<file path="src/rtl/isp_pkg.sv">
package isp_pkg;
  typedef enum logic [1:0] {
    ISP_ENTER = 2'd0,
    ISP_SIGN  = 2'd1,
    ISP_ERASE = 2'd2,
    ISP_WRITE = 2'd3
  } isp_op_e;

  typedef enum logic [3:0] {
    SQ_IDLE, SQ_SETTLE, SQ_SYNC, SQ_PHI, SQ_PLO,
    SQ_SIGN, SQ_ERASE, SQ_WAIT, SQ_WSEL, SQ_WPROG, SQ_WPOLL
  } sq_state_e;

  localparam logic [7:0] OPB_SYNC   = 8'hAC;
  localparam logic [7:0] OPB_ECHO   = 8'h53;
  localparam logic [7:0] OPB_WIPE   = 8'h80;
  localparam logic [7:0] OPB_SIGN   = 8'h30;
  localparam logic [7:0] OPB_PROG   = 8'h40;
  localparam logic [7:0] OPB_READ   = 8'h20;
  localparam logic [7:0] OPB_HISEL  = 8'h08;
  localparam logic [7:0] VAL_BLANK  = 8'hFF;
  localparam logic [7:0] VAL_MARK   = 8'h7F;
endpackage

</file>
<file path="src/rtl/isp_spi_byte.sv">
module isp_spi_byte #(
  parameter int unsigned HALF_CLKS = 4
) (
  input  logic       clk,
  input  logic       rst_n,
  input  logic       start,
  input  logic [7:0] tx,
  input  logic       miso,
  output logic       sck,
  output logic       mosi,
  output logic       done,
  output logic [7:0] rx
);
  localparam int unsigned HC_W = (HALF_CLKS > 1) ? $clog2(HALF_CLKS) : 1;
  localparam logic [HC_W-1:0] HC_LAST = HC_W'(HALF_CLKS - 1);

  logic            busy;
  logic [HC_W-1:0] hc;
  logic [2:0]      bitn;
  logic [7:0]      sh;
  logic            half_end;

  assign half_end = (hc == HC_LAST);

  always_ff @(posedge clk) begin
    if (!rst_n) begin
      busy <= 1'b0;
      hc   <= '0;
      bitn <= '0;
      sh   <= '0;
      sck  <= 1'b0;
      mosi <= 1'b0;
      done <= 1'b0;
      rx   <= '0;
    end else begin
      done <= 1'b0;
      if (!busy) begin
        if (start) begin
          busy <= 1'b1;
          sh   <= tx;
          mosi <= tx[7];
          hc   <= '0;
          bitn <= '0;
          sck  <= 1'b0;
        end
      end else if (!half_end) begin
        hc <= hc + 1'b1;
      end else begin
        hc <= '0;
        if (!sck) begin
          sck <= 1'b1;
          rx  <= {rx[6:0], miso};
        end else begin
          sck <= 1'b0;
          if (bitn == 3'd7) begin
            busy <= 1'b0;
            done <= 1'b1;
            mosi <= 1'b0;
          end else begin
            bitn <= bitn + 3'd1;
            sh   <= {sh[6:0], 1'b0};
            mosi <= sh[6];
          end
        end
      end
    end
  end
endmodule

</file>
<file path="src/rtl/isp_frame_xfer.sv">
module isp_frame_xfer #(
  parameter int unsigned HALF_CLKS = 4,
  parameter int unsigned NBYTES    = 4
) (
  input  logic                  clk,
  input  logic                  rst_n,
  input  logic                  start,
  input  logic [8*NBYTES-1:0]   frame,
  input  logic                  miso,
  output logic                  sck,
  output logic                  mosi,
  output logic                  done,
  output logic [7:0]            echo,
  output logic [7:0]            resp
);
  localparam int unsigned IDX_W = $clog2(NBYTES);
  localparam logic [IDX_W-1:0] IDX_LAST = IDX_W'(NBYTES - 1);
  localparam logic [IDX_W-1:0] IDX_ECHO = IDX_W'(NBYTES - 2);

  logic [8*NBYTES-1:0] fr;
  logic [7:0]          fbytes [NBYTES];
  logic [IDX_W-1:0]    idx;
  logic                busy;
  logic                eng_go;
  logic                eng_done;
  logic [7:0]          eng_rx;

  for (genvar g = 0; g < NBYTES; g++) begin : g_slot
    assign fbytes[g] = fr[8*(NBYTES-1-g) +: 8];
  end

  isp_spi_byte #(.HALF_CLKS(HALF_CLKS)) u_byte (
    .clk   (clk),
    .rst_n (rst_n),
    .start (eng_go),
    .tx    (fbytes[idx]),
    .miso  (miso),
    .sck   (sck),
    .mosi  (mosi),
    .done  (eng_done),
    .rx    (eng_rx)
  );

  always_ff @(posedge clk) begin
    if (!rst_n) begin
      fr     <= '0;
      idx    <= '0;
      busy   <= 1'b0;
      eng_go <= 1'b0;
      done   <= 1'b0;
      echo   <= '0;
      resp   <= '0;
    end else begin
      eng_go <= 1'b0;
      done   <= 1'b0;
      if (!busy) begin
        if (start) begin
          fr     <= frame;
          idx    <= '0;
          busy   <= 1'b1;
          eng_go <= 1'b1;
        end
      end else if (eng_done) begin
        if (idx == IDX_ECHO) echo <= eng_rx;
        if (idx == IDX_LAST) begin
          resp <= eng_rx;
          busy <= 1'b0;
          done <= 1'b1;
        end else begin
          idx    <= idx + 1'b1;
          eng_go <= 1'b1;
        end
      end
    end
  end
endmodule

</file>
<file path="src/rtl/isp_wait_timer.sv">
module isp_wait_timer #(
  parameter int unsigned LEN_W = 32
) (
  input  logic             clk,
  input  logic             rst_n,
  input  logic             start,
  input  logic [LEN_W-1:0] len,
  output logic             done
);
  logic [LEN_W-1:0] cnt;
  logic             run;

  always_ff @(posedge clk) begin
    if (!rst_n) begin
      cnt  <= '0;
      run  <= 1'b0;
      done <= 1'b0;
    end else begin
      done <= 1'b0;
      if (start) begin
        cnt <= (len == '0) ? LEN_W'(1) : len;
        run <= 1'b1;
      end else if (run) begin
        if (cnt <= LEN_W'(1)) begin
          run  <= 1'b0;
          done <= 1'b1;
        end else begin
          cnt <= cnt - 1'b1;
        end
      end
    end
  end
endmodule

</file>
<file path="src/rtl/isp_prog_seq.sv">
module isp_prog_seq
  import isp_pkg::*;
#(
  parameter int unsigned CLK_DIV      = 4,
  parameter int unsigned CLKS_PER_MS  = 50000,
  parameter int unsigned SYNC_TRIES   = 32,
  parameter int unsigned POLL_LIMIT   = 255,
  parameter int unsigned ERASE_MS     = 25,
  parameter int unsigned PROG_WAIT_MS = 10,
  parameter int unsigned SETTLE_CLKS  = 1000
) (
  input  logic        clk,
  input  logic        rst_n,
  input  logic        cmd_valid,
  output logic        cmd_ready,
  input  logic [1:0]  cmd_op,
  input  logic [15:0] cmd_addr,
  input  logic [15:0] cmd_data,
  output logic        done,
  output logic        err,
  output logic [23:0] rdata,
  output logic        spi_sck,
  output logic        spi_mosi,
  input  logic        spi_miso,
  output logic        tgt_rst_n
);
  localparam int unsigned TRY_W  = $clog2(SYNC_TRIES + 1);
  localparam int unsigned POLL_W = $clog2(POLL_LIMIT + 1);
  localparam int unsigned TM_W   = 32;
  localparam logic [TM_W-1:0] LEN_ERASE  = TM_W'(ERASE_MS * CLKS_PER_MS);
  localparam logic [TM_W-1:0] LEN_PROG   = TM_W'(PROG_WAIT_MS * CLKS_PER_MS);
  localparam logic [TM_W-1:0] LEN_SETTLE = TM_W'(SETTLE_CLKS);
  localparam logic [TM_W-1:0] LEN_PULSE  = TM_W'(CLK_DIV);
  localparam logic [TRY_W-1:0]  TRY_LAST  = TRY_W'(SYNC_TRIES - 1);
  localparam logic [POLL_W-1:0] POLL_LAST = POLL_W'(POLL_LIMIT - 1);
  localparam logic [31:0] FR_SYNC  = {OPB_SYNC, OPB_ECHO, VAL_BLANK, VAL_BLANK};
  localparam logic [31:0] FR_ERASE = {OPB_SYNC, OPB_WIPE, 8'h00, 8'h00};

  sq_state_e         state;
  logic [15:0]       addr_q;
  logic [15:0]       data_q;
  logic              half_q;
  logic [TRY_W-1:0]  tries;
  logic [POLL_W-1:0] polls;
  logic [1:0]        sig_idx;
  logic [23:0]       sig_q;
  logic              err_q;
  logic              done_q;
  logic              trst_q;
  logic              pulse_q;
  logic              wait_wr;
  logic              fr_start;
  logic [31:0]       fr_word;
  logic              fr_done;
  logic [7:0]        fr_echo;
  logic [7:0]        fr_resp;
  logic              fr_sck;
  logic              tm_start;
  logic [TM_W-1:0]   tm_len;
  logic              tm_done;
  logic [7:0]        cur_byte;
  logic [7:0]        hsel;

  assign cur_byte = half_q ? data_q[15:8] : data_q[7:0];
  assign hsel     = half_q ? OPB_HISEL : 8'h00;

  isp_frame_xfer #(.HALF_CLKS(CLK_DIV), .NBYTES(4)) u_frame (
    .clk   (clk),
    .rst_n (rst_n),
    .start (fr_start),
    .frame (fr_word),
    .miso  (spi_miso),
    .sck   (fr_sck),
    .mosi  (spi_mosi),
    .done  (fr_done),
    .echo  (fr_echo),
    .resp  (fr_resp)
  );

  isp_wait_timer #(.LEN_W(TM_W)) u_timer (
    .clk   (clk),
    .rst_n (rst_n),
    .start (tm_start),
    .len   (tm_len),
    .done  (tm_done)
  );

  always_ff @(posedge clk) begin
    if (!rst_n) begin
      state    <= SQ_IDLE;
      addr_q   <= '0;
      data_q   <= '0;
      half_q   <= 1'b0;
      tries    <= '0;
      polls    <= '0;
      sig_idx  <= '0;
      sig_q    <= '0;
      err_q    <= 1'b0;
      done_q   <= 1'b0;
      trst_q   <= 1'b1;
      pulse_q  <= 1'b0;
      wait_wr  <= 1'b0;
      fr_start <= 1'b0;
      fr_word  <= '0;
      tm_start <= 1'b0;
      tm_len   <= '0;
    end else begin
      fr_start <= 1'b0;
      tm_start <= 1'b0;
      done_q   <= 1'b0;
      unique case (state)
        SQ_IDLE: begin
          if (cmd_valid) begin
            err_q  <= 1'b0;
            addr_q <= cmd_addr;
            data_q <= cmd_data;
            unique case (isp_op_e'(cmd_op))
              ISP_ENTER: begin
                trst_q   <= 1'b0;
                tries    <= '0;
                tm_len   <= LEN_SETTLE;
                tm_start <= 1'b1;
                state    <= SQ_SETTLE;
              end
              ISP_SIGN: begin
                sig_idx  <= '0;
                fr_word  <= {OPB_SIGN, 8'h00, 8'h00, 8'h00};
                fr_start <= 1'b1;
                state    <= SQ_SIGN;
              end
              ISP_ERASE: begin
                fr_word  <= FR_ERASE;
                fr_start <= 1'b1;
                state    <= SQ_ERASE;
              end
              default: begin
                half_q <= 1'b0;
                state  <= SQ_WSEL;
              end
            endcase
          end
        end
        SQ_SETTLE: begin
          if (tm_done) begin
            fr_word  <= FR_SYNC;
            fr_start <= 1'b1;
            state    <= SQ_SYNC;
          end
        end
        SQ_SYNC: begin
          if (fr_done) begin
            if (fr_echo == OPB_ECHO) begin
              done_q <= 1'b1;
              state  <= SQ_IDLE;
            end else if (tries == TRY_LAST) begin
              err_q  <= 1'b1;
              done_q <= 1'b1;
              state  <= SQ_IDLE;
            end else begin
              tries    <= tries + 1'b1;
              pulse_q  <= 1'b1;
              tm_len   <= LEN_PULSE;
              tm_start <= 1'b1;
              state    <= SQ_PHI;
            end
          end
        end
        SQ_PHI: begin
          if (tm_done) begin
            pulse_q  <= 1'b0;
            tm_start <= 1'b1;
            state    <= SQ_PLO;
          end
        end
        SQ_PLO: begin
          if (tm_done) begin
            fr_word  <= FR_SYNC;
            fr_start <= 1'b1;
            state    <= SQ_SYNC;
          end
        end
        SQ_SIGN: begin
          if (fr_done) begin
            sig_q[{sig_idx, 3'b000} +: 8] <= fr_resp;
            if (sig_idx == 2'd2) begin
              done_q <= 1'b1;
              state  <= SQ_IDLE;
            end else begin
              sig_idx  <= sig_idx + 2'd1;
              fr_word  <= {OPB_SIGN, 8'h00, {6'b0, sig_idx + 2'd1}, 8'h00};
              fr_start <= 1'b1;
            end
          end
        end
        SQ_ERASE: begin
          if (fr_done) begin
            tm_len   <= LEN_ERASE;
            tm_start <= 1'b1;
            wait_wr  <= 1'b0;
            state    <= SQ_WAIT;
          end
        end
        SQ_WAIT: begin
          if (tm_done) begin
            if (wait_wr && !half_q) begin
              half_q <= 1'b1;
              state  <= SQ_WSEL;
            end else begin
              done_q <= 1'b1;
              state  <= SQ_IDLE;
            end
          end
        end
        SQ_WSEL: begin
          if (cur_byte == VAL_BLANK) begin
            if (half_q) begin
              done_q <= 1'b1;
              state  <= SQ_IDLE;
            end else begin
              half_q <= 1'b1;
            end
          end else begin
            fr_word  <= {OPB_PROG | hsel, addr_q[15:8], addr_q[7:0], cur_byte};
            fr_start <= 1'b1;
            state    <= SQ_WPROG;
          end
        end
        SQ_WPROG: begin
          if (fr_done) begin
            if (cur_byte == VAL_MARK) begin
              tm_len   <= LEN_PROG;
              tm_start <= 1'b1;
              wait_wr  <= 1'b1;
              state    <= SQ_WAIT;
            end else begin
              polls    <= '0;
              fr_word  <= {OPB_READ | hsel, addr_q[15:8], addr_q[7:0], VAL_BLANK};
              fr_start <= 1'b1;
              state    <= SQ_WPOLL;
            end
          end
        end
        SQ_WPOLL: begin
          if (fr_done) begin
            if (fr_resp == cur_byte) begin
              if (half_q) begin
                done_q <= 1'b1;
                state  <= SQ_IDLE;
              end else begin
                half_q <= 1'b1;
                state  <= SQ_WSEL;
              end
            end else if (polls == POLL_LAST) begin
              err_q  <= 1'b1;
              done_q <= 1'b1;
              state  <= SQ_IDLE;
            end else begin
              polls    <= polls + 1'b1;
              fr_start <= 1'b1;
            end
          end
        end
        default: state <= SQ_IDLE;
      endcase
    end
  end

  assign cmd_ready = (state == SQ_IDLE);
  assign done      = done_q;
  assign err       = err_q;
  assign rdata     = sig_q;
  assign spi_sck   = fr_sck | pulse_q;
  assign tgt_rst_n = trst_q;
endmodule

</file>
<file path="config.mk">
export PLATFORM = sky130hd
export DESIGN_NAME = isp_prog_seq
export DESIGN_NICKNAME = d
export VERILOG_FILES = /design/src/rtl/isp_pkg.sv /design/src/rtl/isp_spi_byte.sv /design/src/rtl/isp_frame_xfer.sv /design/src/rtl/isp_wait_timer.sv /design/src/rtl/isp_prog_seq.sv
export SDC_FILE = /design/constraint.sdc
export NUM_CORES = 1
export LEC_CHECK = 0
export ABC_AREA = 0
export CORE_UTILIZATION = 60
export DETAILED_ROUTE_END_ITERATION = 16
export GPL_ROUTABILITY_DRIVEN = 1
export GPL_TIMING_DRIVEN = 0
export PLACE_DENSITY = 0.81
export SYNTH_ARGS = -nofsm -noshare
export SYNTH_HDL_FRONTEND = slang
export SYNTH_SLANG_ARGS = --single-unit
</file>
<file path="constraint.sdc">
create_clock -name clk -period 5.1 [get_ports clk]
set_input_delay 1.275 -clock clk [delete_from_list [all_inputs] [get_ports clk]]
set_output_delay 1.275 -clock clk [all_outputs]
set_load 0.02 [all_outputs]
</file>
After elaboration in Yosys (flattened, before gate mapping) --
Index checks and enable logic that the tools add are counted.
Word-level totals: memory bits (read-only) 0, memories kept 0, output and inout port bits 30, latch bits 0, bits in writable memories 0, register bits after elaboration 259
Operators by class: shift operators 2, divide/modulo/power cells 0, reduce and logical (&&, ||, !) cells 45, equality and inequality tests 58, $add $sub $neg 8, bitwise logic cells 6, $lt $le $gt $ge 2, mux-type cells 168, $mul 0
Operator list (number):
- $mux 32 | 19
- $pmux 32 s5 | 1
- $pmux 32 s4 | 1
- $mux 1 | 78
- $mux 4 | 18
- $mux 8 | 8
- $pmux 32 s2 | 1
- $ne 2x2->1 const B | 21
- $pmux 4 s10 | 1
- $mux 7 | 5
- $le 32x1->1 const B | 1
- $logic_not 32->1 | 1
- $sub 32x1->32 const B | 1
- $mux 6 | 5
- $mux 2 | 13
- $bwmux 24 | 1
- $shift 8x7->24 const A | 1
- $shiftx 8x7->24 | 1
- $ne 2x1->1 const B | 11
- $reduce_and 3->1 | 7
- $reduce_and 9->1 | 2
- $bmux 8 s2 | 1
- $eq 4x3->1 const B | 4
- $eq 8x7->1 const B | 2
- 46 further kinds | 85

Longest topological paths before layout --
Gate-level depths: netlist of the first run.
word-level depth 6, depth in mapped cells 10, depth with buffers taken out 8

Cells and area by module --
A second synthesis of the first run with hierarchy kept.
Unflattened totals: cell total of the unflattened synthesis 1354, area total of the unflattened synthesis 11332.1 um2
By module, submodules not included:
- isp_prog_seq | sequential area each 2402.3 um2, area each 5848.1 um2, times used 1, cells each 737
- isp_wait_timer | sequential area each 680.7 um2, area each 2229.6 um2, times used 1, cells each 276
- isp_frame_xfer | sequential area each 1061.0 um2, area each 2174.6 um2, times used 1, cells each 238
- isp_spi_byte | sequential area each 480.5 um2, area each 1079.8 um2, times used 1, cells each 103

Worst setup path before layout of the first run --
No wires, ideal clock.
path type input port to flip-flop, from in cmd_op[0], to reg fr_word[27], setup time 142 ps, required time 4958 ps, stages on the path 9, path slack 2137 ps, arrival time 2820 ps, path through inv_1 > ha_1 > o21ai_0 > nand2_1 > o2111ai_1 > a2111oi_0 > buf_2 > clkbuf_1 > a311oi_1
Between the ends: word-level cells in the longest chain between the ends 4
Ends and longest elaborated chain:
- from (decl) | line isp_prog_seq.sv:16 | input logic [1:0] cmd_op,
- $eq 2x2->1 or $eq 2x1->1 (tied branches) | line isp_prog_seq.sv:117 | unique case (isp_op_e'(cmd_op))
- $pmux 32 s2 | line isp_prog_seq.sv:117
- $mux 32 | line isp_prog_seq.sv:113 | if (cmd_valid) begin
- $pmux 32 s5 | line isp_prog_seq.sv:111 | unique case (state)
- to (signal assigned) | line isp_prog_seq.sv:127 | fr_word <= {OPB_SIGN, 8'h00, 8'h00, 8'h00};
- to (signal assigned) | line isp_prog_seq.sv:190 | fr_word <= {OPB_SIGN, 8'h00, {6'b0, sig_idx + 2'd1}, 8'h00};
- to (signal assigned) | line isp_prog_seq.sv:223 | fr_word <= {OPB_PROG | hsel, addr_q[15:8], addr_q[7:0], cur_byte};
- to (decl) | line isp_prog_seq.sv:53 | logic [31:0] fr_word;
Parallel ways exist; a longest one is shown, timed or not. The select of a mux whose other input is x is not followed. A chain may end at the register's enable or synchronous reset.

Worst setup path after layout of the first run --
from reg state[3], to out cmd_ready
Between the ends: word-level cells in the longest chain between the ends 1
Ends and longest elaborated chain:
- from (decl) | line isp_prog_seq.sv:39 | sq_state_e state;
- from (signal assigned) | line isp_prog_seq.sv:90 | state <= SQ_IDLE;
- from (signal assigned) | line isp_prog_seq.sv:123 | state <= SQ_SETTLE;
- from (signal assigned) | line isp_prog_seq.sv:129 | state <= SQ_SIGN;
- $logic_not 4->1 | line isp_prog_seq.sv:268 | assign cmd_ready = (state == SQ_IDLE);
- to (decl) | line isp_prog_seq.sv:15 | output logic cmd_ready,
No other way between the ends.

==> results_dict.tcl, run 1 <==
set metrics [dict create \
    startpoint_type "flop" \
    post_cts_buffers 0 \
    vias 9684 \
    async_flop_share 0 \
    worst_setup_path_end_kind "primary output" \
    tns_ns 0 \
    syn_nets 1312 \
    r2r-end "fr_start" \
    area_delta_synth_final_pct 16.9 \
    fmaxAchievable_mhz 231 \
    hold_viol_final 0 \
    min_from "u_frame.fbytes[30]" \
    tightestPinTransition_ns 1.39 \
    gp_congestion 0.983 \
    synth_cell_types 76 \
    grt_pass1_wl_microns 47500 \
    syn_inst 1255 \
    clock_path_buffers 3 \
    finalPower_mw 5.93 \
    fin_nets 1404 \
    timing.final.ws_setup_ns 0.768 \
    pin_count 68 \
    die_y_microns 133 \
    min_to "u_frame.fbytes[30]" \
    grt-ovfl-total 0 \
    fin_crit_ns 4.33 \
    synthTopCellsByArea "dfxtp_1 (44%), nand2_1 (8.8%), a21oi_1 (8.1%)" \
    clkSinkCount 228 \
    die_x_microns 133 \
    grt_pass1_vias 9199 \
    routed_wl_microns 29400 \
    hold_class "reg -> reg" \
    dp_slack_ns 0.914 \
    port-buffer-count 66 \
    yosys.area.top_type "dfxtp_1" \
    fp-row-count 47 \
    skew_ns 0.0118 \
    slew_headroom 0.0617 \
    dr.pass1.iters 5 \
    first_iter_violations 923 \
    r2r-start "half_q" \
    synth_enable_flop_cells 0 \
    initial_core_util 0.618 \
    maxCapViolations 0 \
    setup_violations 0 \
    fin_hold_ws_ns 0.454 \
    h-tree-depth 1 \
    synth_seq_cells 228 \
    antenna_cells 0 \
    grt_max_degree 14 \
    synth_ff_type "dfxtp_1" \
    clockRootBuffer "clkbuf_16" \
    syn-cell-area_sq_mm 0.0103 \
    antenna_left 0 \
    hpwlAfterDp_microns 20700 \
    post-route-util 0.723 \
    grt_antenna_before_repair 0 \
    ir_drop_mv 0.337 \
    drive_gt1_frac 0.0572 \
    cts_resized 0 \
    cts_tree "yes" \
    required_ns 3.83 \
    postCtsHoldBufs 0 \
    status "finished, final reports clean" \
    path_max_fanout 10 \
    routed_via_density 6.11 \
    clkLatencyLatePin_ns 0.52 \
    die-area_sq_mm 0.0177 \
    synth_top_area_share 0.442 \
    r2r_setup_slack_ns 1.79 \
    rsz0062_at_grt "false" \
    r2r_cells 8 \
    synth.avg_cell_area_sq_um 8.22 \
    drcViolationCount 0 \
    ys_seq_area_frac 0.442 \
    leakagePower_nw 4.25 \
    cts_made_buffers 24 \
    finalMaxSlewViolations 0 \
    core_area_sq_mm 0.0167 \
    yosys_warnings 0 \
    whs_path_depth 2 \
    critPathArrivalTime_ns 3.06 \
    path_class "reg -> out" \
    clk_pin_slew_ns 0.06 \
    p_per_area_mw_per_mm2 491 \
    routedWlPerCell_microns 18.5 \
    fin_crit_sh 0.849 \
    track_usage 0.331 \
]
[metrics by stage]
stage,std cells,cell area [sq um]
after CTS,1584,12100
after floorplan,1255,10300
final,1584,12100
after detailed placement,1541,11300
after global placement,1541,11300
after global routing,1584,12100
[worst max-delay path by stage]
stage	from	endpoint	slack (ns)
final	state[3]	cmd_ready	0.77
after global routing	state[3]	cmd_ready	0.78
after CTS	state[3]	cmd_ready	0.92
after detailed placement	cmd_op[0]	fr_word[27]	0.91
after global placement	cmd_op[0]	fr_word[27]	0.94
after floorplan	cmd_op[0]	fr_word[27]	2.14
[state kept, by name, summed over array words and instances, names as in the netlist, 3 cells and up]
name,count
u_timer.cnt,32
fr_word,29
u_frame.fbytes,29
rdata,24
addr_q,16
data_q,16
polls,8
u_frame.echo,8
u_frame.resp,8
u_frame.u_byte.rx,8
tm_len,7
u_frame.u_byte.sh,7
tries,6
state,4
u_frame.u_byte.bitn,3
[cells in the mapped netlist (4+ instances only)]
library cell / number
buf_2: 8
o211ai_1: 14
o211a_1: 11
mux4_2: 4
o41ai_1: 5
and3_1: 11
nand3_1: 56
nand2_1: 243
a211oi_1: 19
o21ai_0: 30
and4_1: 4
a21oi_1: 168
nand2b_1: 14
o22ai_1: 5
clkbuf_1: 70
nand3b_1: 4
nor2_1: 85
a311oi_1: 7
mux2i_1: 25
dfxtp_1: 228
a31oi_1: 5
a22oi_1: 6
xor2_1: 9
mux2_2: 5
nor4_1: 23
or2_2: 5
inv_1: 19
nor3b_1: 6
nor3_1: 25
ha_1: 19
xnor2_1: 30
or4_1: 9
or3_1: 5
a221oi_1: 5
o31ai_1: 5
nand4_1: 6
[metal layers]
layer	part of all wire	up-vias	GRT usage
met1	0.44	4538	0.453
met2	0.45	417	0.535
met4	0.034	0	0.119
met5	0	-	0
li1	-	4640	-
met3	0.075	89	0.0464
[logic make-up after synthesis]
| family | share of synthesized area |
|---|---|
| AOI/OAI and AO/OA | 0.190 |
| xor gates and xnor gates | 0.0331 |
| adders and majority gates | 0.0230 |
| buffers and inverters | 0.0392 |
| DFF | 0.442 |
| muxes | 0.0384 |
| and+or+nand+nor | 0.234 |
[worst max-delay path: stages, from the launching register on]
cell	delay, ns
dfxtp_1	0.32
clkbuf_1	0.22
nor4_1	1.20
clkdlybuf4s50_1	0.80
[report_power, final]
group | internal (mW) | total [mW] | switching (mW)
clock network | 1.06 | 1.79 | 0.726
logic | 0.686 | 1.97 | 1.29
registers | 2.01 | 2.17 | 0.161
total | 3.75 | 5.93 | 2.17
[layout make-up]
class / count / area [sq um]
multi-input combinational: 924 / 5350
timing repair buffer: 66 / 661
inverter: 21 / 78.8
buffer: 82 / 325
sequential: 228 / 4560
clock inverter: 7 / 65.1
tap: 220 / 275
clock buffer: 36 / 747
fill: 1346 / 4630
[cell usage in the layout (no fill, tap or decap), types with 6 or more instances in the layout]
| master | synthesis | layout |
|---|---|---|
| mux2i_1 | 25 | 25 |
| or4_1 | 9 | 9 |
| a311oi_1 | 7 | 7 |
| nor3_1 | 25 | 25 |
| xor2_1 | 9 | 9 |
| nand2b_1 | 14 | 14 |
| o211ai_1 | 14 | 14 |
| and3_1 | 11 | 11 |
| nor2_1 | 85 | 85 |
| nand3_1 | 56 | 56 |
| inv_1 | 19 | 19 |
| xnor2_1 | 30 | 30 |
| nand2_1 | 243 | 243 |
| nand4_1 | 6 | 6 |
| o211a_1 | 11 | 11 |
| a22oi_1 | 6 | 6 |
| clkdlybuf4s50_1 | 0 | 66 |
| dfxtp_1 | 228 | 228 |
| a211oi_1 | 19 | 19 |
| ha_1 | 19 | 19 |
| nor3b_1 | 6 | 6 |
| o21ai_0 | 30 | 30 |
| clkbuf_1 | 70 | 73 |
| clkbuf_16 | 0 | 25 |
| nor4_1 | 23 | 23 |
| buf_2 | 8 | 8 |
| clkbuf_8 | 0 | 8 |
| a21oi_1 | 168 | 168 |
Power figures use the tool's default switching activity.
==> run 2: changes to the inputs <==
Settings changed: CORE_UTILIZATION 60 to 59, PLACE_DENSITY 0.81 to 0.8.
Clock period 5.1 ns to 4.2 ns, I/O delays scaled along.
==> run 2 against run 1 <==
Count of clock-buffer cells in the layout fell by 2. Worst setup slack got worse by 0.58 ns. Cell count did not move. Sequential share of layout area barely moved. Global-route usage fell by 0.79 points. Die area rose by 1.7%. Power rose by 21%. Core utilization fell by 0.53 points. Design area barely moved. Non-clock buffer count did not move.
==> results_dict.tcl, run 2 (synthesis gave the netlist of run 1 again) <==
set metrics [dict create \
    status "finished, final reports clean" \
    die-area_sq_mm 0.0180 \
    routed_wl_microns 29500 \
    grt_pass1_vias 8957 \
    p_per_area_mw_per_mm2 595 \
    h-tree-depth 1 \
    vias 9671 \
    clockRootBuffer "clkbuf_16" \
    r2r_cells 7 \
    layout_common_cells "nand2_1 (243), dfxtp_1 (228), a21oi_1 (168)" \
    grt_antenna_before_repair 0 \
    slew_headroom 0.147 \
    clkLatencyLatePin_ns 0.53 \
    hold_class "reg -> reg" \
    fmaxAchievable_mhz 249 \
    final_area_sq_mm 0.0121 \
    core_area_sq_mm 0.0168 \
    grt-ovfl-total 0 \
    path_cells "clkbuf_1, nor4_1, clkdlybuf4s50_1" \
    whs_path_depth 2 \
    routedWlPerCell_microns 18.6 \
    clk_pin_slew_ns 0.06 \
    path_depth 3 \
    die_x_microns 134 \
    required_ns 3.15 \
    worst_setup_path_end_kind "primary output" \
    cts_resized 0 \
    hpwlAfterDp_microns 20900 \
    fin_nets 1404 \
    grt_pass1_wl_microns 46500 \
    fin_crit_ns 4.02 \
    area_delta_synth_final_pct 16.9 \
    port-buffer-count 66 \
    fp-row-count 47 \
    crit_buf_inv 2 \
    startpoint_type "flop" \
    cts_tree "yes" \
    die_y_microns 134 \
    maxCapViolations 0 \
    antenna_left 0 \
    clock_path_buffers 3 \
    clkSinkCount 228 \
    gp_congestion 0.994 \
    pin_count 68 \
    layout_commonest_cell "nand2_1" \
    first_iter_violations 804 \
    hold_viol_final 0 \
    leakagePower_nw 4.25 \
    initial_core_util 0.614 \
    tightestPinTransition_ns 1.27 \
    drive_gt1_frac 0.0565 \
    ir_drop_mv 0.384 \
    top_register "u_timer.cnt" \
    postCtsHoldBufs 0 \
    dr.pass1.iters 5 \
    skew_ns 0.0178 \
    grt_max_degree 14 \
    slowest_stage "nor4_1" \
    cts_made_buffers 24 \
    critPathArrivalTime_ns 2.97 \
    rsz0062_at_grt "false" \
    largest_reg_flops 32 \
    tns_ns 0 \
    path_max_fanout 10 \
    drcViolationCount 0 \
    finalMaxSlewViolations 0 \
    setup_violations 0 \
    place_area_sq_mm 0.0113 \
    post_cts_buffers 0 \
    antenna_cells 0 \
    critPathMaxStageDelay_ns 1.11 \
    track_usage 0.323 \
    fin_crit_sh 0.956 \
    routed_via_density 6.11 \
    cpLargestDelayFamily "simple AND/OR/NAND/NOR gates" \
    path_class "reg -> out" \
]
## run 2: metrics by stage
stage	setup WS [ns]	hold slack, ns	instances	utilization	total power [mW]
after floorplan	1.46	0.432	1255	-	4.33
after global placement	0.291	0.430	1541	0.669	4.95
after detailed placement	0.228	0.435	1541	0.669	4.99
after CTS	0.329	0.445	1584	0.717	7.14
after global routing	0.218	0.468	1584	0.717	7.52
final	0.185	0.439	1584	0.717	7.18
## run 2: worst min-delay path, stage by stage (launching register included)
cell and delay, ns:
dfxtp_1 0.31, nand2_1 0.05, nand2_1 0.04
## run 2: report_power, final
part	switching [mW]	leakage [nW]	total, mW	internal (mW)
Clock	0.877	0.402	2.16	1.28
Sequential	0.191	1.85	2.63	2.44
Combinational	1.56	2.00	2.39	0.833
## run 2: path summary, 6_finish.rpt
| check | slack, ns | endpoint | start |
|---|---|---|---|
| setup reg to reg | 0.95 | addr_q[7] | state[3] |
| hold / removal | 0.44 | tgt_rst_n | tgt_rst_n |
| hold reg to reg | 0.44 | tgt_rst_n | tgt_rst_n |
| setup / recovery | 0.18 | cmd_ready | state[3] |
## run 2: layer usage
| metal | vias up | global-route usage | wire (microns) |
|---|---|---|---|
| met5 | - | 0 | 0 |
| met4 | 0 | 0.120 | 1100 |
| met3 | 87 | 0.0537 | 2190 |
| met2 | 402 | 0.523 | 13200 |
| met1 | 4527 | 0.433 | 12900 |
| li1 | 4655 | - | - |
## run 2: layout make-up
| cell class | count | area [sq um] |
|---|---|---|
| buffer | 82 | 325 |
| clock buffer | 34 | 698 |
| clock inverter | 9 | 110 |
| fill | 1359 | 4750 |
| inverter | 21 | 78.8 |
| multi-input combinational | 924 | 5350 |
| sequential | 228 | 4560 |
| tap | 220 | 275 |
| timing repair buffer | 66 | 661 |
